**src/rtl/lsrb_pkg.sv**
```systemverilog
package lsrb_pkg;

  localparam int CHW  = 8;
  localparam int LNW  = 4;
  localparam int WORDW = 16;

  typedef struct packed {
    logic       en;
    logic [3:0] baud;
    logic       odd;
    logic       par;
    logic       stop2;
    logic [1:0] size;
  } line_cfg_t;

  typedef struct packed {
    logic           ovr;
    logic           ferr;
    logic           perr;
    logic [LNW-1:0] line;
    logic [CHW-1:0] ch;
  } entry_t;

  localparam int CFGW = $bits(line_cfg_t);
  localparam int ENTW = $bits(entry_t);

  // keep the low 5+code bits of a character
  function automatic logic [CHW-1:0] size_mask(input logic [1:0] code);
    return 8'hFF >> (2'd3 - code);
  endfunction

  function automatic logic [WORDW-1:0] pack_word(input entry_t e);
    return {1'b1, e.ovr, e.ferr, e.perr, e.line, e.ch};
  endfunction

  function automatic line_cfg_t cfg_from_word(input logic [WORDW-1:0] w,
                                              input line_cfg_t old);
    line_cfg_t c;
    c.size  = w[5:4];
    c.stop2 = w[6];
    c.par   = w[7];
    c.odd   = w[8];
    c.baud  = (w[12:9] == 4'd15) ? old.baud : w[12:9];
    c.en    = w[13];
    return c;
  endfunction

endpackage

```
**src/rtl/lsrb_stage.sv**
```systemverilog
module lsrb_stage
  import lsrb_pkg::*;
#(
  parameter int LINE_ID = 0
) (
  input  logic           clk,
  input  logic           rst_n,
  input  line_cfg_t      cfg,
  input  logic           in_valid,
  input  logic [CHW-1:0] in_ch,
  input  logic           in_ferr,
  input  logic           in_perr,
  input  logic           grant,
  output logic           req,
  output entry_t         ent
);

  logic   full;
  entry_t slot;

  logic take, leave, accept, drop;
  assign take   = in_valid & cfg.en;
  assign leave  = full & grant;
  assign accept = take & (~full | leave);
  assign drop   = take & full & ~leave;

  always_ff @(posedge clk) begin
    if (!rst_n) begin
      full <= 1'b0;
      slot <= '0;
    end else if (accept) begin
      full      <= 1'b1;
      slot.ovr  <= 1'b0;
      slot.ferr <= in_ferr;
      slot.perr <= in_perr;
      slot.line <= LNW'(LINE_ID);
      slot.ch   <= in_ch & size_mask(cfg.size);
    end else begin
      if (leave) full <= 1'b0;
      if (drop)  slot.ovr <= 1'b1;
    end
  end

  assign req = full;
  assign ent = slot;

  p_hold_r11: assert property (@(posedge clk) disable iff (!rst_n)
    (full && !grant) |=> full);
  p_drop_marks_r11: assert property (@(posedge clk) disable iff (!rst_n)
    drop |=> (full && slot.ovr));
  p_disabled_r7: assert property (@(posedge clk) disable iff (!rst_n)
    (in_valid && !cfg.en && !full) |=> !full);
  p_no_grant_idle_r10: assert property (@(posedge clk) disable iff (!rst_n)
    grant |-> full);

endmodule

```
**src/rtl/lsrb_arb.sv**
```systemverilog
module lsrb_arb #(
  parameter int N = 4
) (
  input  logic         clk,
  input  logic         rst_n,
  input  logic [N-1:0] req,
  input  logic         ready,
  output logic [N-1:0] grant
);

  always_comb begin
    logic found;
    found = 1'b0;
    grant = '0;
    for (int i = 0; i < N; i++) begin
      if (ready && req[i] && !found) begin
        grant[i] = 1'b1;
        found    = 1'b1;
      end
    end
  end

  p_one_grant_r10: assert property (@(posedge clk) disable iff (!rst_n)
    $onehot0(grant));
  p_grant_req_r10: assert property (@(posedge clk) disable iff (!rst_n)
    (grant & ~req) == '0);
  p_lowest_r10: assert property (@(posedge clk) disable iff (!rst_n)
    (ready && req[0]) |-> grant[0]);

endmodule

```
**src/rtl/lsrb_fifo.sv**
```systemverilog
module lsrb_fifo #(
  parameter int DEPTH = 16,
  parameter int W     = 15
) (
  input  logic         clk,
  input  logic         rst_n,
  input  logic         push,
  input  logic [W-1:0] din,
  input  logic         pop,
  output logic [W-1:0] dout,
  output logic         empty,
  output logic         full
);

  localparam int AW = (DEPTH > 1) ? $clog2(DEPTH) : 1;
  localparam int CW = $clog2(DEPTH + 1);

  logic [W-1:0]  mem [DEPTH];
  logic [AW-1:0] wp, rp;
  logic [CW-1:0] cnt;

  function automatic logic [AW-1:0] step(input logic [AW-1:0] p);
    return (p == AW'(DEPTH - 1)) ? '0 : p + 1'b1;
  endfunction

  logic do_push, do_pop;
  assign empty   = (cnt == '0);
  assign full    = (cnt == CW'(DEPTH));
  assign do_push = push & ~full;
  assign do_pop  = pop & ~empty;

  always_ff @(posedge clk) begin
    if (do_push) mem[wp] <= din;
  end

  always_ff @(posedge clk) begin
    if (!rst_n) begin
      wp  <= '0;
      rp  <= '0;
      cnt <= '0;
    end else begin
      if (do_push) wp <= step(wp);
      if (do_pop)  rp <= step(rp);
      case ({do_push, do_pop})
        2'b10:   cnt <= cnt + 1'b1;
        2'b01:   cnt <= cnt - 1'b1;
        default: cnt <= cnt;
      endcase
    end
  end

  assign dout = mem[rp];

  p_no_overflow_r3: assert property (@(posedge clk) disable iff (!rst_n)
    push |-> !full);
  p_empty_read_r4: assert property (@(posedge clk) disable iff (!rst_n)
    (pop && empty && !push) |=> empty);
  p_count_up_r3: assert property (@(posedge clk) disable iff (!rst_n)
    (push && !pop && !full) |=> (cnt == $past(cnt) + 1'b1));

endmodule

```
**src/rtl/lsrb_top.sv**
```systemverilog
module lsrb_top
  import lsrb_pkg::*;
#(
  parameter int LINES = 4,
  parameter int DEPTH = 16
) (
  input  logic                  clk,
  input  logic                  rst_n,
  input  logic [1:0]            bus_addr,
  input  logic                  bus_wr,
  input  logic                  bus_rd,
  input  logic [15:0]           bus_wdata,
  output logic [15:0]           bus_rdata,
  input  logic [LINES-1:0]      line_valid,
  input  logic [LINES*CHW-1:0]  line_char,
  input  logic [LINES-1:0]      line_ferr,
  input  logic [LINES-1:0]      line_perr,
  output logic [LINES*CFGW-1:0] line_cfg,
  output logic                  irq
);

  localparam logic [1:0] A_CTRL = 2'd0;
  localparam logic [1:0] A_BUF  = 2'd1;

  logic      ie_q;
  line_cfg_t cfg_q [LINES];

  logic [LINES-1:0] req, grant;
  entry_t           ent [LINES];
  entry_t           push_ent, head;
  logic             q_empty, q_full, push, pop;

  logic wr_ctrl, wr_param;
  assign wr_ctrl  = bus_wr & (bus_addr == A_CTRL);
  assign wr_param = bus_wr & (bus_addr == A_BUF) &
                    ({1'b0, bus_wdata[3:0]} < 5'(LINES));
  assign pop      = bus_rd & (bus_addr == A_BUF);

  always_ff @(posedge clk) begin
    if (!rst_n) begin
      ie_q <= 1'b0;
      for (int i = 0; i < LINES; i++) cfg_q[i] <= '0;
    end else begin
      if (wr_ctrl) ie_q <= bus_wdata[0];
      for (int i = 0; i < LINES; i++)
        if (wr_param && (bus_wdata[3:0] == LNW'(i)))
          cfg_q[i] <= cfg_from_word(bus_wdata, cfg_q[i]);
    end
  end

  for (genvar g = 0; g < LINES; g++) begin : g_line
    lsrb_stage #(.LINE_ID(g)) u_stage (
      .clk      (clk),
      .rst_n    (rst_n),
      .cfg      (cfg_q[g]),
      .in_valid (line_valid[g]),
      .in_ch    (line_char[g*CHW +: CHW]),
      .in_ferr  (line_ferr[g]),
      .in_perr  (line_perr[g]),
      .grant    (grant[g]),
      .req      (req[g]),
      .ent      (ent[g])
    );
    assign line_cfg[g*CFGW +: CFGW] = cfg_q[g];

    p_cfg_other_r5: assert property (@(posedge clk) disable iff (!rst_n)
      (wr_param && bus_wdata[3:0] != LNW'(g)) |=> $stable(cfg_q[g]));
  end

  lsrb_arb #(.N(LINES)) u_arb (
    .clk   (clk),
    .rst_n (rst_n),
    .req   (req),
    .ready (~q_full),
    .grant (grant)
  );

  always_comb begin
    push_ent = '0;
    for (int i = 0; i < LINES; i++)
      if (grant[i]) push_ent = push_ent | ent[i];
  end
  assign push = |grant;

  lsrb_fifo #(.DEPTH(DEPTH), .W(ENTW)) u_fifo (
    .clk   (clk),
    .rst_n (rst_n),
    .push  (push),
    .din   (push_ent),
    .pop   (pop),
    .dout  (head),
    .empty (q_empty),
    .full  (q_full)
  );

  always_comb begin
    case (bus_addr)
      A_CTRL:  bus_rdata = {14'd0, ~q_empty, ie_q};
      A_BUF:   bus_rdata = q_empty ? 16'h0000 : pack_word(head);
      default: bus_rdata = 16'h0000;
    endcase
  end

  assign irq = ie_q & ~q_empty;

  p_irq_needs_ie_r12: assert property (@(posedge clk) disable iff (!rst_n)
    $rose(irq) |-> (ie_q && ($past(wr_ctrl) || $past(push))));
  p_fifo_fed_r10: assert property (@(posedge clk) disable iff (!rst_n)
    (push && q_empty) |=> !q_empty);

endmodule

```
**config.mk**
```make
export PLATFORM = sky130hd
export DESIGN_NAME = lsrb_top
export DESIGN_NICKNAME = d
export VERILOG_FILES = /design/src/rtl/lsrb_pkg.sv /design/src/rtl/lsrb_stage.sv /design/src/rtl/lsrb_arb.sv /design/src/rtl/lsrb_fifo.sv /design/src/rtl/lsrb_top.sv
export SDC_FILE = /design/constraint.sdc
export NUM_CORES = 1
export LEC_CHECK = 0
export ABC_AREA = 1
export CORE_ASPECT_RATIO = 1.75
export CORE_UTILIZATION = 53
export DETAILED_ROUTE_END_ITERATION = 8
export GPL_TIMING_DRIVEN = 0
export PLACE_DENSITY = 0.74
export SYNTH_ARGS = -nofsm -noshare
export SYNTH_HDL_FRONTEND = slang
export SYNTH_HIERARCHICAL = 1
export SYNTH_SLANG_ARGS = --single-unit
```
**constraint.sdc**
```tcl
create_clock -name clk -period 8.6 [get_ports clk]
set_input_delay 2.15 -clock clk [delete_from_list [all_inputs] [get_ports clk]]
set_output_delay 2.15 -clock clk [all_outputs]
set_load 0.05 [all_outputs]
```
# Yosys cells after proc, flatten, opt, wreduce, memory -nomap -nowiden
# Memories as Yosys holds them, arrays and structs flattened. A register that Yosys moved wholly into a read port is not among the register bits.
# Index checks and enable logic that the tools add are counted.
# classes
add_sub_neg	8
n_bitwise	53
magnitude_cmp	1
n_mux	48
n_reduce_logical	27
shifts	4
n_eq_ne	10
# op_table
op	count
15-bit two-way mux	4
15-bit bitwise OR	3
10-bit two-way mux	4
8-bit bitwise AND	4
4-bit two-way mux	8
16-bit one-hot mux with 2 select lines	1
8-bit by 2-bit >> shifter with 8-bit output (first input constant)	4
1-bit two-way mux	29
1-bit bitwise AND	27
16-bit two-way mux	1
4-bit equality test (second input constant)	3
1-bit logical AND	11
1-bit inverter	11
5-bit one-hot mux with 2 select lines	1
2-bit nonzero test	5
4-bit by 1-bit adder with 4-bit output (second input constant)	2
4-bit by 2-bit equality test with 1-bit output (second input constant)	2
1-bit bitwise OR	8
2-bit OR reduction	4
2-bit subtractor (first input constant)	4
5-bit by 1-bit adder with 5-bit output (second input constant)	1
5-bit equality test (second input constant)	1
5-bit logical NOT	1
5-bit by 1-bit subtractor with 5-bit output (second input constant)	1
8 further kinds	11
# word_totals
register_bits	65
inputBits	66
ram_bits	280
output_inout_bits	57
n_memories	2
# memory_table
memory	words	word_bits	rd	rd_clocked_by_memory_dff	write_ports	line	rtl
u_fifo.mem	16	15	1	1	1	lsrb_fifo.sv:18	logic [W-1:0] mem [DEPTH];
cfg_q	4	10	4	0	4	lsrb_top.sv:26	line_cfg_t cfg_q [LINES];

# Logic depth before layout (Yosys ltp)
# logic_depth
depth_word	17
depth_mapped	25

# Hierarchy
# Netlist, hierarchy kept.
# modules_own_cells
mod	area_each_um2	cells_each	n_inst
lsrb_fifo	10692.8	901	1
lsrb_top	2177.1	263	1
lsrb_stage (g_line[1].u_stage ...)	575.6	79	3
lsrb_stage (g_line[0].u_stage)	570.5	76	1
lsrb_arb	38.8	10	1

# Worst setup path after synthesis
# OpenSTA, ideal clock, no wires.
# synth_timing
path_type	input-to-output
from	input port bus_addr[0]
to	output port bus_rdata[1]
t_arrival_ns	3.279
path_stages	3
setup_slack_ns	3.171
path_buffers	0
required_ns	6.450
cell_sequence	inv_1 -> nor2_1 -> nor3_1
# synth_via
elab_chain_len	2
# synth_lines
element	line	rtl
start, declared	lsrb_top.sv:9	input logic [1:0] bus_addr,
2-bit by 1-bit equality test with 1-bit output or 2-bit logical NOT (tied branches)	lsrb_top.sv:97	case (bus_addr)
16-bit one-hot mux with 2 select lines (*)	lsrb_top.sv:97	
end, declared	lsrb_top.sv:13	output logic [15:0] bus_rdata,
# Mark *: on every way between the ends. The rest lies on a longest branch, timed or not.

# Worst setup path in the final report
# layout_timing
from	input port bus_addr[0]
to	output port bus_rdata[12]
# Same word-level chain as after synthesis.

==> results.md <==
- Seq/Total Area, Yosys: 64.4%
- Inserted Diodes: 0
- CTS H-tree lvls: 1
- Sequential share of power: 46.1%
- Slack of the critical path: 2.31 ns
- Post-CTS setup buffer count: 0
- Clk buf depth: 3
- Syn Std Cell Area: 0.0152 mm²
- First-pass GRT wire length: 58500 µm
- Worst Setup SP: bus_addr[0]
- PD cells: 241 mW/mm²
- Skew final: 0.00954 ns
- Clock Sink Count: 349
- Largest net degree at the start of global routing: 20
- Clk slew on worst S/H paths: 0.06 ns
- Sequential cell area: 0.00979 mm²
- RSZ-0062 raised after global routing: no
- Area leader, netlist: edfxtp_1
- # DRC: 0
- Worst Path Arrival: 4.14 ns
- Port Buffer Count: 120
- Layout cells sized above 1: 8.36%
- Synth cell types: 33
- # fillers: 2203
- Final period utilization: 73.1%
- Final instance area: 0.0180 mm²
- Clock power frac: 33.5%
- Post-CTS sizing: 0
- Total routed wirelength: 37900 µm
- Die height: 226 µm
- Antenna violations before repair: 0
- Worst-case reg-to-reg path depth: 15
- Final min period: 6.29 ns
- Dpl ws: 2.31 ns
- Nets: 1725
- Multi-input combinational cell area: 0.00421 mm²
- Worst path top cell family by delay: buffers and inverters
- Number of global-route vias before repair: 10.9k
- R2R setup slack: 4.58 ns
- Area of the die: 0.0294 mm²
- WP depth: 7
- Number of DRC markers in iteration 0: 916
- Post-CTS Hold Buffers: 0
- Die W: 130 µm
- Detail Placement HPWL: 27400 µm
- Crit path capture: bus_rdata[12]
- Area contributors post-synth: edfxtp_1 (55%), dfxtp_1 (9.1%), nand2_1 (6.6%), inv_1 (4.6%), nor2_1 (4.6%)
- Clk_lat worst skew: 0.57 ns
- Total gr overflow: 0
- CTS tree: yes
- Crit-path slowest cell: clkdlybuf4s50_1
- Ports: 123
- Combinational power share: 20.4%
- Reg2reg end: u_fifo/mem[6][14]
- Status: completed
- Core Area: 0.0281 mm²
- Slew headroom: 9.37%
- Worst-case vdd ir drop: 194 µV
- Post-DRT Antenna Nets: 0
- Final Hold Violating Endpoints: 0
- Flops & latches, synth: 349
- Placed inst area: 0.0170 mm²
- Final Wtd Congestion: 0.905
- Num CTS Buffers: 30
- Synthesized instance count: 1487
- Slew Limit Fails: 0
- Pint: 3.07 mW
- Leakage power: 6.93 nW
- Setup TNS Final: 0 ns
- Worst Hold Class: flop to flop
- Yosys synthesis warning count: 6
- WL per Instance: 18.5 µm
- NetSw: 1.28 mW
- CP Class: input port to primary output
- Vias per cell: 5.42
- Top-area cell type share of the netlist area: 55.3%
- Synth-to-Final Area Change: 18.7%
- Crit-path max cell delay: 0.80 ns
- Critical Path, Cell by Cell: clkdlybuf4s50_1, inv_1, nor2_1, inv_1, buf_2, nor2_1, clkdlybuf4s50_1
- Root Buffer: clkbuf_16
- Crit path required time: 6.45 ns
- Worst Tran Pin Value: 1.35 ns
- Syn avg cell area: 10.2 µm²
- Initial Utilization: 54.2%
- Total track usage: 26.8%
- Reg-to-Reg Start: u_fifo/cnt[1]
- Crit path max fanout: 10
- Worst path buffer plus inverter count: 5
- Max Cap Violations: 0
- CP endpoint kind: primary output
- Maximum clock rate: 159 MHz
- CP startpoint kind: input port
- First-pass DRT Iterations: 5
- Hold_ws: 0.482 ns
- Sw Ratio: 29.4%
- Overall power: 4.35 mW
- DR vias: 11.1k
- Row count: 81
- Setup Viol. Count Final: 0
worst min path at each step:
| stage | endpoint | startpoint | cells after the start |
|---|---|---|---|
| floorplan | g_line[1].u_stage/ent[8] | g_line[1].u_stage/ent[8] | 2 |
| global placement | g_line[2].u_stage/ent[3] | g_line[2].u_stage/ent[3] | 2 |
| detailed placement | g_line[1].u_stage/ent[0] | g_line[1].u_stage/ent[0] | 2 |
| CTS | g_line[1].u_stage/ent[0] | g_line[1].u_stage/ent[0] | 2 |
| global route | g_line[3].u_stage/ent[2] | g_line[3].u_stage/ent[2] | 2 |
| finish | g_line[2].u_stage/ent[1] | g_line[2].u_stage/ent[1] | 2 |
layer usage:
metal / global-route usage, % / vias up / share of wire [%]
met1: 29.0 / 5180 / 35
met2: 47.6 / 524 / 52
met3: 4.67 / 106 / 7.5
met5: 0 / - / 0
li1: - / 5299 / -
met4: 16.7 / 0 / 6.0
stage by stage:
stage | utilization [%] | instances
floorplan | - | 1495
global placement | 60.2 | 1988
detailed placement | 60.4 | 1992
CTS | 64.2 | 2048
global route | 64.3 | 2048
finish | 64.3 | 2048
Yosys cell counts, drive strengths merged:
| library cell | n |
|---|---|
| nand3 | 122 |
| xnor2 | 2 |
| edfxtp | 280 |
| nand4 | 18 |
| nor3 | 3 |
| buf | 58 |
| a21boi | 1 |
| o211ai | 60 |
| nand3b | 29 |
| ha | 8 |
| conb | 4 |
| dfxtp | 69 |
| inv | 189 |
| a21oi | 78 |
| clkbuf | 29 |
| nand2 | 273 |
| xor2 | 3 |
| o21ai | 72 |
| nor2 | 189 |
cells in the final DEF, fill, tap and decap left out, types with 3 or more instances in the layout:
master           instances
buf_4                   22
nor2_1                 178
o211ai_1                60
clkbuf_8                 3
clkinv_2                 4
o21ai_0                 72
clkbuf_16               30
conb_1                  12
nand2_2                  4
nor2_2                  10
nand4_1                 18
nor3_1                   3
nand3_2                  3
buf_1                    4
inv_1                  187
ha_1                     8
xor2_1                   3
clkinvlp_4               5
a21oi_1                 74
dfxtp_1                 69
clkdlybuf4s50_1        120
nand3b_1                29
clkbuf_1                31
nand2_1                267
a21oi_2                  3
bufinv_16                6
nand3_1                117
edfxtp_1               280
buf_6                   15
buf_2                   19
registers in the layout, summed over array words and instances (netlist names), named ones only:
register,cells
ie_q,1
u_fifo/mem,240
cfg_q,40
u_fifo/rp,4
g_line.u_stage/ent,47
u_fifo/cnt,5
g_line.u_stage/req,4
u_fifo/wp,4
power by group through the flow:
| stage | Combinational (mW) | Clock, mW | Sequential, mW |
|---|---|---|---|
| detailed placement | 0.865 | 0 | 2.04 |
| global route | 0.969 | 1.53 | 2.02 |
| global placement | 0.846 | 0 | 2.04 |
| CTS | 0.871 | 1.47 | 2.01 |
| finish | 0.889 | 1.46 | 2.01 |
| floorplan | 0.534 | 0 | 2.07 |
cell families after synthesis:
logic type / after synthesis / share of synthesized area (%)
XOR/XNOR: 5 / 0.288
AND/OR/NAND/NOR: 634 / 18.2
other: 4 / 0.0987
flip-flops: 349 / 64.4
AO/OA/AOI/OAI: 211 / 8.10
buffers and inverters: 276 / 8.29
adder cells (fa/ha/maj): 8 / 0.658
tightest hold or removal path: cells and delay by family, from the launching register on:
kind | cells | cell delay, ns
flops | 1 | 0.33
simple gates | 2 | 0.13
area by class of cell:
class / count / share of cell area [%]
well taps: 373 / 2.59
clock buffers: 35 / 4.37
flip-flops and latches: 349 / 54.2
repair buffers: 124 / 6.88
multi-input cells: 870 / 23.3
plain buffers: 87 / 3.06
clock inverters: 21 / 1.61
inverters: 189 / 3.93
No activity file was read; power rests on OpenSTA's default activity.
